===== config.mk =====
export PLATFORM = sky130hd
export DESIGN_NAME = sysctl_bank
export DESIGN_NICKNAME = d
export VERILOG_FILES = /design/src/rtl/sysctl_pkg.sv /design/src/rtl/sysctl_refcnt.sv /design/src/rtl/sysctl_spd_rom.sv /design/src/rtl/sysctl_intc.sv /design/src/rtl/sysctl_bank.sv
export SDC_FILE = /design/constraint.sdc
export NUM_CORES = 1
export LEC_CHECK = 0
export BUFFER_PORTS_ARGS = -buffer_cell sky130_fd_sc_hd__buf_2
export CORE_ASPECT_RATIO = 0.7
export CORE_MARGIN = 3
export CORE_UTILIZATION = 50
export DETAILED_ROUTE_END_ITERATION = 8
export GPL_TIMING_DRIVEN = 0
export HOLD_SLACK_MARGIN = 0.15
export PLACE_DENSITY = 0.65
export SLEW_MARGIN = 40
export SYNTH_ARGS = -nofsm -noshare
export SYNTH_HDL_FRONTEND = slang
export SYNTH_SLANG_ARGS = --single-unit

===== constraint.sdc =====
create_clock -name clk_i -period 3 [get_ports clk_i]
set_input_delay 0.3 -clock clk_i [delete_from_list [all_inputs] [get_ports clk_i]]
set_output_delay 0.3 -clock clk_i [all_outputs]
set_load 0.005 [all_outputs]

===== src/rtl/sysctl_pkg.sv =====
package sysctl_pkg;

  // word indices
  localparam int unsigned W_ID       = 0;
  localparam int unsigned W_PROC     = 1;
  localparam int unsigned W_OSC      = 2;
  localparam int unsigned W_CTRL     = 3;
  localparam int unsigned W_STAT     = 4;
  localparam int unsigned W_KEY      = 5;
  localparam int unsigned W_AUX      = 7;
  localparam int unsigned W_SDRAM    = 8;
  localparam int unsigned W_INIT     = 9;
  localparam int unsigned W_RCNT     = 10;
  localparam int unsigned W_FLG_SET  = 12;
  localparam int unsigned W_FLG_CLR  = 13;
  localparam int unsigned W_NVF_SET  = 14;
  localparam int unsigned W_NVF_CLR  = 15;
  localparam int unsigned W_IRQ_ST   = 16;
  localparam int unsigned W_IRQ_RAW  = 17;
  localparam int unsigned W_IRQ_ENS  = 18;
  localparam int unsigned W_IRQ_ENC  = 19;
  localparam int unsigned W_SOFT_SET = 20;
  localparam int unsigned W_SOFT_CLR = 21;
  localparam int unsigned W_FIQ_ST   = 24;
  localparam int unsigned W_FIQ_RAW  = 25;
  localparam int unsigned W_FIQ_ENS  = 26;
  localparam int unsigned W_FIQ_ENC  = 27;
  // table window: byte 0x100..0x17F -> words 64..95
  localparam int unsigned W_TBL_LO   = 64;
  localparam int unsigned W_TBL_HI   = 96;

  localparam logic [31:0] ID_WORD    = 32'h411A_3001;
  localparam logic [31:0] STAT_WORD  = 32'h0010_0000;
  localparam logic [31:0] OSC_RST    = 32'h0100_0048;
  localparam logic [31:0] AUX_RST    = 32'h0007_FEFF;
  localparam logic [31:0] SDRAM_BASE = 32'h0001_1122;
  localparam logic [31:0] INIT_RST   = 32'h0000_0112;
  localparam logic [15:0] UNLOCK_KEY = 16'hA05F;
  localparam logic [31:0] KEY_OPEN_RD = 32'h0001_A05F;

  typedef struct packed {
    logic irq_en_set;
    logic irq_en_clr;
    logic fiq_en_set;
    logic fiq_en_clr;
    logic soft_set;
    logic soft_clr;
  } intc_cmd_t;

  function automatic logic [31:0] size_code(int mb);
    if (mb >= 256)      return 32'h10;
    else if (mb >= 128) return 32'h0C;
    else if (mb >= 64)  return 32'h08;
    else if (mb >= 32)  return 32'h04;
    else                return 32'h00;
  endfunction

  function automatic logic [7:0] size_byte(int mb);
    if (mb >= 256)      return 8'd64;
    else if (mb >= 128) return 8'd32;
    else if (mb >= 64)  return 8'd16;
    else if (mb >= 32)  return 8'd4;
    else                return 8'd2;
  endfunction

endpackage


===== src/rtl/sysctl_refcnt.sv =====
module sysctl_refcnt #(
  parameter int CW = 32
) (
  input  logic          clk_i,
  input  logic          rst_ni,
  input  logic          tick_i,
  output logic [CW-1:0] count_o
);

  always_ff @(posedge clk_i or negedge rst_ni) begin
    if (!rst_ni)     count_o <= '0;
    else if (tick_i) count_o <= count_o + CW'(1);
  end

  assert_count_step_R8: assert property (@(posedge clk_i) disable iff (!rst_ni)
    tick_i |=> count_o == $past(count_o) + CW'(1));
  assert_count_hold_R8: assert property (@(posedge clk_i) disable iff (!rst_ni)
    !tick_i |=> $stable(count_o));

endmodule


===== src/rtl/sysctl_spd_rom.sv =====
module sysctl_spd_rom #(
  parameter int MEM_MB = 128,
  parameter int IDX_W  = 5
) (
  input  logic [IDX_W-1:0] idx_i,
  output logic [7:0]       byte_o
);
  import sysctl_pkg::*;

  localparam logic [7:0] SZ_BYTE = size_byte(MEM_MB);

  function automatic logic [7:0] entry(int unsigned i);
    case (i)
      0:  return 8'h80;  1:  return 8'h08;  2:  return 8'h04;  3:  return 8'h0B;
      4:  return 8'h09;  5:  return 8'h01;  6:  return 8'h40;  7:  return 8'h00;
      8:  return 8'h02;  9:  return 8'hA0;  10: return 8'hA0;  11: return 8'h00;
      12: return 8'h00;  13: return 8'h08;  14: return 8'h00;  15: return 8'h01;
      16: return 8'h0E;  17: return 8'h04;  18: return 8'h1C;  19: return 8'h01;
      20: return 8'h02;  21: return 8'h20;  22: return 8'hC0;  23: return 8'h00;
      27: return 8'h30;  28: return 8'h28;  29: return 8'h30;  30: return 8'h28;
      31: return SZ_BYTE;
      default: return 8'h00;
    endcase
  endfunction

  assign byte_o = entry(32'(idx_i));

  always_comb begin
    if (32'(idx_i) == 31)
      assert_size_byte_R9: assert (byte_o == SZ_BYTE);
  end

endmodule


===== src/rtl/sysctl_intc.sv =====
module sysctl_intc #(
  parameter int DW = 32
) (
  input  logic                  clk_i,
  input  logic                  rst_ni,
  input  sysctl_pkg::intc_cmd_t cmd_i,
  input  logic [DW-1:0]         wdata_i,
  output logic [DW-1:0]         level_o,
  output logic [DW-1:0]         irq_en_o,
  output logic [DW-1:0]         fiq_en_o,
  output logic                  irq_o,
  output logic                  fiq_o
);

  logic soft_q;

  always_ff @(posedge clk_i or negedge rst_ni) begin
    if (!rst_ni) begin
      soft_q   <= 1'b0;
      irq_en_o <= '0;
      fiq_en_o <= '0;
    end else begin
      if (cmd_i.soft_set && wdata_i[0]) soft_q <= 1'b1;
      if (cmd_i.soft_clr && wdata_i[0]) soft_q <= 1'b0;
      if (cmd_i.irq_en_set) irq_en_o <= irq_en_o | wdata_i;
      if (cmd_i.irq_en_clr) irq_en_o <= irq_en_o & ~wdata_i;
      if (cmd_i.fiq_en_set) fiq_en_o <= fiq_en_o | wdata_i;
      if (cmd_i.fiq_en_clr) fiq_en_o <= fiq_en_o & ~wdata_i;
    end
  end

  assign level_o = {{(DW-1){1'b0}}, soft_q};
  assign irq_o   = |(level_o & irq_en_o);
  assign fiq_o   = |(level_o & fiq_en_o);

  assert_soft_clr_R11: assert property (@(posedge clk_i) disable iff (!rst_ni)
    cmd_i.soft_clr && wdata_i[0] |=> !irq_o && !fiq_o);
  assert_irq_mask_R12: assert property (@(posedge clk_i) disable iff (!rst_ni)
    cmd_i.irq_en_clr && wdata_i[0] |=> !irq_o);
  assert_fiq_mask_R12: assert property (@(posedge clk_i) disable iff (!rst_ni)
    cmd_i.fiq_en_clr && wdata_i[0] |=> !fiq_o);

endmodule


===== src/rtl/sysctl_bank.sv =====
module sysctl_bank #(
  parameter int ADDR_W = 10,
  parameter int MEM_MB = 128
) (
  input  logic              clk_i,
  input  logic              rst_ni,
  input  logic              rd_i,
  input  logic              wr_i,
  input  logic [ADDR_W-1:0] addr_i,
  input  logic [31:0]       wdata_i,
  output logic [31:0]       rdata_o,
  input  logic              tick_i,
  output logic              remap_o,
  output logic              rst_req_o,
  output logic              irq_o,
  output logic              fiq_o
);
  import sysctl_pkg::*;

  localparam int WORD_W    = ADDR_W - 2;
  localparam int TBL_IDX_W = 5;
  localparam logic [31:0] SDRAM_RST = SDRAM_BASE | size_code(MEM_MB);

  logic [WORD_W-1:0] word;
  int unsigned       widx;
  logic [1:0]        unused_lsb;
  assign word       = addr_i[ADDR_W-1:2];
  assign widx       = 32'(word);
  assign unused_lsb = addr_i[1:0];

  logic [31:0] osc_q, aux_q, sdram_q, init_q, flg_q, nvf_q;
  logic [15:0] key_q;
  logic        led_q, remap_q;
  logic        unlocked;
  assign unlocked = (key_q == UNLOCK_KEY);

  always_ff @(posedge clk_i or negedge rst_ni) begin
    if (!rst_ni) begin
      osc_q     <= OSC_RST;
      aux_q     <= AUX_RST;
      sdram_q   <= SDRAM_RST;
      init_q    <= INIT_RST;
      flg_q     <= '0;
      nvf_q     <= '0;
      key_q     <= '0;
      led_q     <= 1'b0;
      remap_q   <= 1'b0;
      rst_req_o <= 1'b0;
    end else begin
      rst_req_o <= wr_i && (widx == W_CTRL) && wdata_i[3];
      if (wr_i) begin
        case (widx)
          W_OSC:     if (unlocked) osc_q <= wdata_i;
          W_AUX:     if (unlocked) aux_q <= wdata_i;
          W_KEY:     key_q   <= wdata_i[15:0];
          W_CTRL: begin
            led_q   <= wdata_i[0];
            remap_q <= wdata_i[2];
          end
          W_SDRAM:   sdram_q <= wdata_i;
          W_INIT:    init_q  <= wdata_i;
          W_FLG_SET: flg_q   <= flg_q | wdata_i;
          W_FLG_CLR: flg_q   <= flg_q & ~wdata_i;
          W_NVF_SET: nvf_q   <= nvf_q | wdata_i;
          W_NVF_CLR: nvf_q   <= nvf_q & ~wdata_i;
          default: ;
        endcase
      end
    end
  end

  assign remap_o = remap_q;

  // interrupt bank
  intc_cmd_t   icmd;
  logic [31:0] lvl, irq_en, fiq_en;

  always_comb begin
    icmd = '0;
    if (wr_i) begin
      icmd.irq_en_set = (widx == W_IRQ_ENS);
      icmd.irq_en_clr = (widx == W_IRQ_ENC);
      icmd.fiq_en_set = (widx == W_FIQ_ENS);
      icmd.fiq_en_clr = (widx == W_FIQ_ENC);
      icmd.soft_set   = (widx == W_SOFT_SET);
      icmd.soft_clr   = (widx == W_SOFT_CLR);
    end
  end

  sysctl_intc #(.DW(32)) i_intc (
    .clk_i    (clk_i),
    .rst_ni   (rst_ni),
    .cmd_i    (icmd),
    .wdata_i  (wdata_i),
    .level_o  (lvl),
    .irq_en_o (irq_en),
    .fiq_en_o (fiq_en),
    .irq_o    (irq_o),
    .fiq_o    (fiq_o)
  );

  logic [31:0] rcnt;
  sysctl_refcnt #(.CW(32)) i_refcnt (
    .clk_i   (clk_i),
    .rst_ni  (rst_ni),
    .tick_i  (tick_i),
    .count_o (rcnt)
  );

  logic [7:0] tbl_byte;
  sysctl_spd_rom #(.MEM_MB(MEM_MB), .IDX_W(TBL_IDX_W)) i_rom (
    .idx_i  (word[TBL_IDX_W-1:0]),
    .byte_o (tbl_byte)
  );

  logic [31:0] rd_val;
  always_comb begin
    rd_val = '0;
    if (widx >= W_TBL_LO && widx < W_TBL_HI) begin
      rd_val = {24'd0, tbl_byte};
    end else begin
      case (widx)
        W_ID:       rd_val = ID_WORD;
        W_OSC:      rd_val = osc_q;
        W_CTRL:     rd_val = {29'd0, remap_q, 1'b0, led_q};
        W_STAT:     rd_val = STAT_WORD;
        W_KEY:      rd_val = unlocked ? KEY_OPEN_RD : {16'd0, key_q};
        W_AUX:      rd_val = aux_q;
        W_SDRAM:    rd_val = sdram_q;
        W_INIT:     rd_val = init_q;
        W_RCNT:     rd_val = rcnt;
        W_FLG_SET:  rd_val = flg_q;
        W_NVF_SET:  rd_val = nvf_q;
        W_IRQ_ST:   rd_val = lvl & irq_en;
        W_IRQ_RAW:  rd_val = lvl;
        W_IRQ_ENS:  rd_val = irq_en;
        W_SOFT_SET: rd_val = {31'd0, lvl[0]};
        W_FIQ_ST:   rd_val = lvl & fiq_en;
        W_FIQ_RAW:  rd_val = lvl;
        W_FIQ_ENS:  rd_val = fiq_en;
        default:    rd_val = '0;
      endcase
    end
  end

  always_ff @(posedge clk_i or negedge rst_ni) begin
    if (!rst_ni)   rdata_o <= '0;
    else if (rd_i) rdata_o <= rd_val;
  end

  assert_osc_locked_R3: assert property (@(posedge clk_i) disable iff (!rst_ni)
    wr_i && (widx == W_OSC || widx == W_AUX) && !unlocked |=> $stable(osc_q) && $stable(aux_q));
  assert_remap_follow_R4: assert property (@(posedge clk_i) disable iff (!rst_ni)
    wr_i && widx == W_CTRL |=> remap_o == $past(wdata_i[2]));
  assert_ctrl_bit3_zero_R5: assert property (@(posedge clk_i) disable iff (!rst_ni)
    rd_i && widx == W_CTRL |=> !rdata_o[3]);
  assert_key_open_R2: assert property (@(posedge clk_i) disable iff (!rst_ni)
    wr_i && widx == W_KEY && wdata_i[15:0] == UNLOCK_KEY ##1 rd_i && widx == W_KEY
    |=> rdata_o == KEY_OPEN_RD);

endmodule


---- Word-level counts from Yosys, hierarchy flattened ----
Memories as Yosys holds them, arrays and structs flattened.
Cells that the tools add are included.
storage, ports and cells
  flip-flop bits (word level) ............. 340
  memory bits (read-only) ................. 256
  memories kept ........................... 1
operators by class
  equal/unequal tests ..................... 23
  mux-type cells .......................... 12
  $add $sub $neg .......................... 1
  bitwise operators ....................... 11
  reductions and logical operators ........ 22
  order comparisons ....................... 2
memory list
  name              depth  width  read ports  clocked after memory_dff  write ports  RTL line              text
  (name not given)  32     8      1           0                         0            sysctl_spd_rom.sv:13  case (i)
operators by type and width
  cell                     number
  $pmux W32 S16            1
  $mux W32                 5
  $and A32 B32 Y32         4
  $or A32 B32 Y32          4
  $pmux W32 S2             2
  $eq A8 B5 Y1 const B     10
  $and A1 B32 Y32          2
  $reduce_or A32 Y1        2
  $eq A8 B4 Y1 const B     7
  $add A32 B1 Y32 const B  1
  $logic_not A32 Y1        1
  $not A32 Y32             1
  $eq A8 B3 Y1 const B     3
  $mux W17                 1
  $eq A16 B16 Y1 const B   1
  $eq A8 B2 Y1 const B     2
  $reduce_and A2 Y1        6
  $reduce_bool A2 Y1       5
  $ge A8 B7 Y1 const B     1
  $lt A8 B7 Y1 const B     1
  $mux W6                  1
  $reduce_and A3 Y1        2
  $logic_and A1 B1 Y1      5
  $reduce_or A3 Y1         1
  $mux W1                  2

---- Logic depth before layout (Yosys ltp) ----
  depth after elaboration ................. 5
  gate-level depth with buffers ........... 10
  mapped depth without buffers ............ 7

---- Cells and area by module ----
From an unflattened synthesis, not the netlist that was laid out.
unflattened totals
  cells, all modules ...................... 1645
  area, all modules ....................... 17604.4 µm²
by module, submodules not included
  module          area an instance (µm²)  cells each  times used
  sysctl_bank     13203.9                 1240        1
  sysctl_intc     2631.3                  242         1
  sysctl_refcnt   1448.9                  123         1
  sysctl_spd_rom  320.3                   40          1

---- Least setup slack after synthesis ----
No wires, ideal clock.
  kind .................................... register -> register
  start ................................... register key_q[8]
  end ..................................... register aux_q[19]
  cell stages (with the launch flop) ...... 6
  data arrival time ....................... 2026 ps
  slack ................................... 847 ps
  data required time ...................... 2872 ps
  period minus slack after synthesis ...... 2153 ps
  library setup time ...................... 128 ps
  path through ............................ dfrtp_1 > or4b_1 > nor4_4 > nand4_2 > buf_2 > mux2_1
between the ends
  word-level cells in the longest chain between the ends .. 2
ends and longest elaborated chain
  element                             RTL line           text
  start: declaration                  sysctl_bank.sv:32  logic [15:0] key_q;
  start signal: assignment            sysctl_bank.sv:55  W_KEY: key_q <= wdata_i[15:0];
  $eq A16 B16 Y1                      sysctl_bank.sv:35  assign unlocked = (key_q == UNLOCK_KEY);
  $reduce_and A3 Y1 (no source line)  n/a
  end signal: assignment              sysctl_bank.sv:54  W_AUX: if (unlocked) aux_q <= wdata_i;
  end: declaration                    sysctl_bank.sv:31  logic [31:0] osc_q, aux_q, sdram_q, init_q, flg_q, nvf_q;
Every way passes these cells.
A chain may end at the register's enable or synchronous reset.

==> summary.md <==
| Metric | Value |
|---|---|
| Endpoint of the worst-slack reg-to-reg timing path | aux_q[19] |
| Most common cell in the synthesized netlist | dfrtp_1 |
| Number of nets at the end of the flow | 1,662 |
| Max VDD drop | about 0.00046 V |
| Longest Clk Path Bufs | 3 |
| Critical Path Max Stage Delay | 0.75 ns |
| Clock transition time at the flip-flop clock pins of the worst setup and hold paths | 0.06 ns |
| Mean instance size in the synthesized netlist | 10.97 um2 |
| Nature of the critical path startpoint | input pin |
| Most repeated library cell on the critical path | clkbuf_1 |
| Die X-Extent | 219.7 um |
| Fin worst setup slack | -0.01960 ns |
| Leakage | 0.008359 uW |
| Sequential area share after synthesis | 53.45% |
| F_max | 331.2 MHz |
| Clock tree skew after final layout | 0.01340 ns |
| Number of max-capacitance violations reported | 0 |
| Area growth from synthesis to layout | 15.98% |
| Commonest register cell after synthesis | dfrtp_1 |
| Global-route wire length before repair | a little over 90,000 um |
| Total length of routed wires | around 63,000 um |
| Top-area cell type share of the netlist area | 48.36% |
| Cell area after technology mapping | 15,990 um2 |
| Synth Net Count | 1,511 |
| Flop and latch count out of synthesis | 340 |
| Cell accounting for the most synthesized area | dfrtp_1 |
| Die footprint | 34,190 um2 |
| Cell variety after synth | 79 |
| Length of the first detailed-routing pass in iterations | 9 |
| Register-to-Register Path Depth | 5 |
| Largest net degree at the start of global routing | 74 |
| CTS Root Buffer Type | clkbuf_16 |
| Critical Path, Cell by Cell | buf_2 -> ha_1 -> clkbuf_1 -> nand2_1 -> nor4_2 -> clkbuf_1 -> a21oi_1 |
| Number of cells after detailed placement | approximately 2,000 |
| Worst reg2reg startpoint | key_q[11] |
| TritonCTS clock tree | yes |
| Cell row count | between 50 and 60 |
| Setup violation total in the final timing report | 8 |
| Number of global-route vias before repair | 13,390 |
| Number of antenna violations at the first check in global routing | 1 |
| Number of enable flip-flop cells after synthesis | 0 |
| Period utilization | 100.7% |
| Crit path time final | 3.020 ns |
| Setup bufs post-CTS | 0 |
| Violations in the final reports | setup timing |
| Outcome | finished with violations |
| Highest-delay cell along the critical path | nor4_2 |
| Async set-or-reset flop fraction in the synthesized netlist | 100.0% |
| Number of levels the H-tree was split into | 2 |
| Average detailed-routed wire length per instance | 30.66 um |
| Antenna Violating Nets Remaining | 0 |
| Final Max Slew Viols | 0 |
| Count of input and output buffers | 76 |
| Number of violations reported at the end of detailed-routing iteration 0 | roughly 2,100 |
| Signal arrival time at the worst endpoint | 3.40 ns |
| Relative slew margins | 36.06% |
| Leading post-synthesis cells by cell area | dfrtp_1 48%, mux2_2 8.4%, a21oi_1 6.9% |
| Total Neg Setup Slack | -0.06427 ns |
| Via density per instance | 6.797 |
| Post-route insts no fill | 2,056 |
| Post-route DRC | 0 |
| Detailed Place HPWL | 42,430 um |
| Largest fanout on the critical path | 10 |
| Ratio of total power to cell area | approximately 560 nW/um2 |
| Number of failing hold endpoints at the final stage | 0 |
| WS Path Type | in2reg |
| Kind of capture point of the worst setup path | flip-flop |
| Data required time of the worst path | 3.38 ns |
| Floorplan core area | 31,350 um2 |
| Number of warnings issued by yosys | 0 |
| Chip height | 155.6 um |
| Most frequent cells after synthesis | 309 x dfrtp_1, 219 x a21oi_1, 119 x mux2_2 |
| IO Count | between 80 and 90 |
| Total via count in the routed design | about 14,000 |
| Gr ovfl total | 0 |
| Layout cell share with drive strength beyond 1 | approximately 23% |
| Starting utilization of the core area | 51.00% |
| Count of clock tree sinks | 340 |
| Unrepaired setup endpoints after global routing | false |
| Reg-to-reg setup timing slack | ~0.14 ns |
| Insertion delay of the later-clocked pin in the worst-skew pair | 0.54 ns |
| Number of CTS-inserted buffers | 34 |
| Type of the most critical hold path | in2async |
| Gate Count Post-Synth | 1,458 |
| Global-route usage over all layers | between 30% and 40% |
| Measured slew at the worst slew-check pin | 0.9591 ns |
| Routability cong. | 0.9929 |
| Fill cell total of the finished layout | 2,701 |
[report_power, final]
group	total, uW	leakage (uW)	internal, uW	switching, uW
sequential	5010	0.00455	4820	195
combinational	943	0.00325	323	620
clock	4350	0.000554	2500	1860
total	10300	0.00836	7640	2670
[repair_timing]
action | 4_1_cts | 5_1_grt
hold endpoints to repair | 135 | 0
hold buffers | 34 | 0
gates resized for setup | 0 | 0
[worst max-delay path by stage]
stage / from / end
finish: addr_i[2] / flip-flop
global route: addr_i[2] / flip-flop
floorplan: key_q[8] / aux_q[19]
detailed placement: addr_i[2] / flip-flop
global placement: rst_ni / sdram_q[29]
CTS: addr_i[3] / rdata_o[4]
[through the flow]
step | hold WS (ns) | total power [uW] | cell area, um2 | util [%] | setup slack [ns]
floorplan | 0.004409 | 5492 | 15990 | - | 0.8466
global placement | 0.4616 | 5919 | 16900 | 53.89 | -4.948
detailed placement | 0.2621 | 5967 | 17070 | 54.46 | -0.3538
CTS | 0.2942 | 10290 | 18530 | 59.10 | 0.2135
global route | 0.3270 | 10630 | 18540 | 59.14 | 0.08633
finish | 0.2894 | 10310 | 18540 | 59.15 | -0.01960
[critical path, delay by kind of cell]
kind / cells / cell delay (ns)
compound gates: 1 / 0.17
fa+ha+maj: 1 / 0.36
buf+inv: 3 / 1.59
simple gates: 2 / 0.97
[metal layers]
metal	vias up	GRT usage, %	share of wire, %
met5	-	0	0
li1	5751	-	-
met2	1080	49.99	40
met3	167	12.89	14
met1	6977	53.76	41
met4	0	15.13	4.4
[final cells by class]
class | instances | area (um2) | area share (%)
diodes | 1 | 2.502 | 0.01349
plain buffers | 149 | 655.6 | 3.536
clock buffers | 54 | 1050 | 5.661
clock inverters | 8 | 65.06 | 0.3509
inverters | 16 | 60.06 | 0.3239
multi-input cells | 953 | 6787 | 36.60
flip-flops and latches | 340 | 8547 | 46.09
well taps | 420 | 525.5 | 2.834
repair buffers | 115 | 852.1 | 4.595
[kinds of logic after synthesis]
group	Yosys count	share of synthesized area, %
adders and majority gates	6	0.4695
and+or+nand+nor	251	8.631
muxes	159	11.18
AOI/OAI and AO/OA	506	20.28
xor gates and xnor gates	31	1.698
buffers and inverters	165	4.288
DFF	340	53.45
[layout by cell type (no fill, tap or decap), types with 6 or more instances in the layout]
cell type,instances
dfrtp_1,309
a21oi_1,219
buf_2,119
mux2_2,119
nand2_1,91
clkbuf_1,88
a31oi_1,80
a22oi_1,46
clkbuf_16,37
dlygate4sd3_1,34
o21ai_0,33
dfstp_2,31
nand3_1,30
nor2_1,28
mux2_1,28
a222oi_1,27
clkbuf_2,21
xnor2_1,21
and3_1,17
a221oi_1,17
inv_1,16
a22o_1,14
and2_1,13
a32oi_1,12
nor3_1,11
mux2i_1,11
xor2_1,10
nand4_1,7
clkinv_2,7
nor2_2,6
a2bb2oi_1,6
ha_1,6
clkbuf_8,6
No activity file was read; power rests on OpenSTA's default activity.
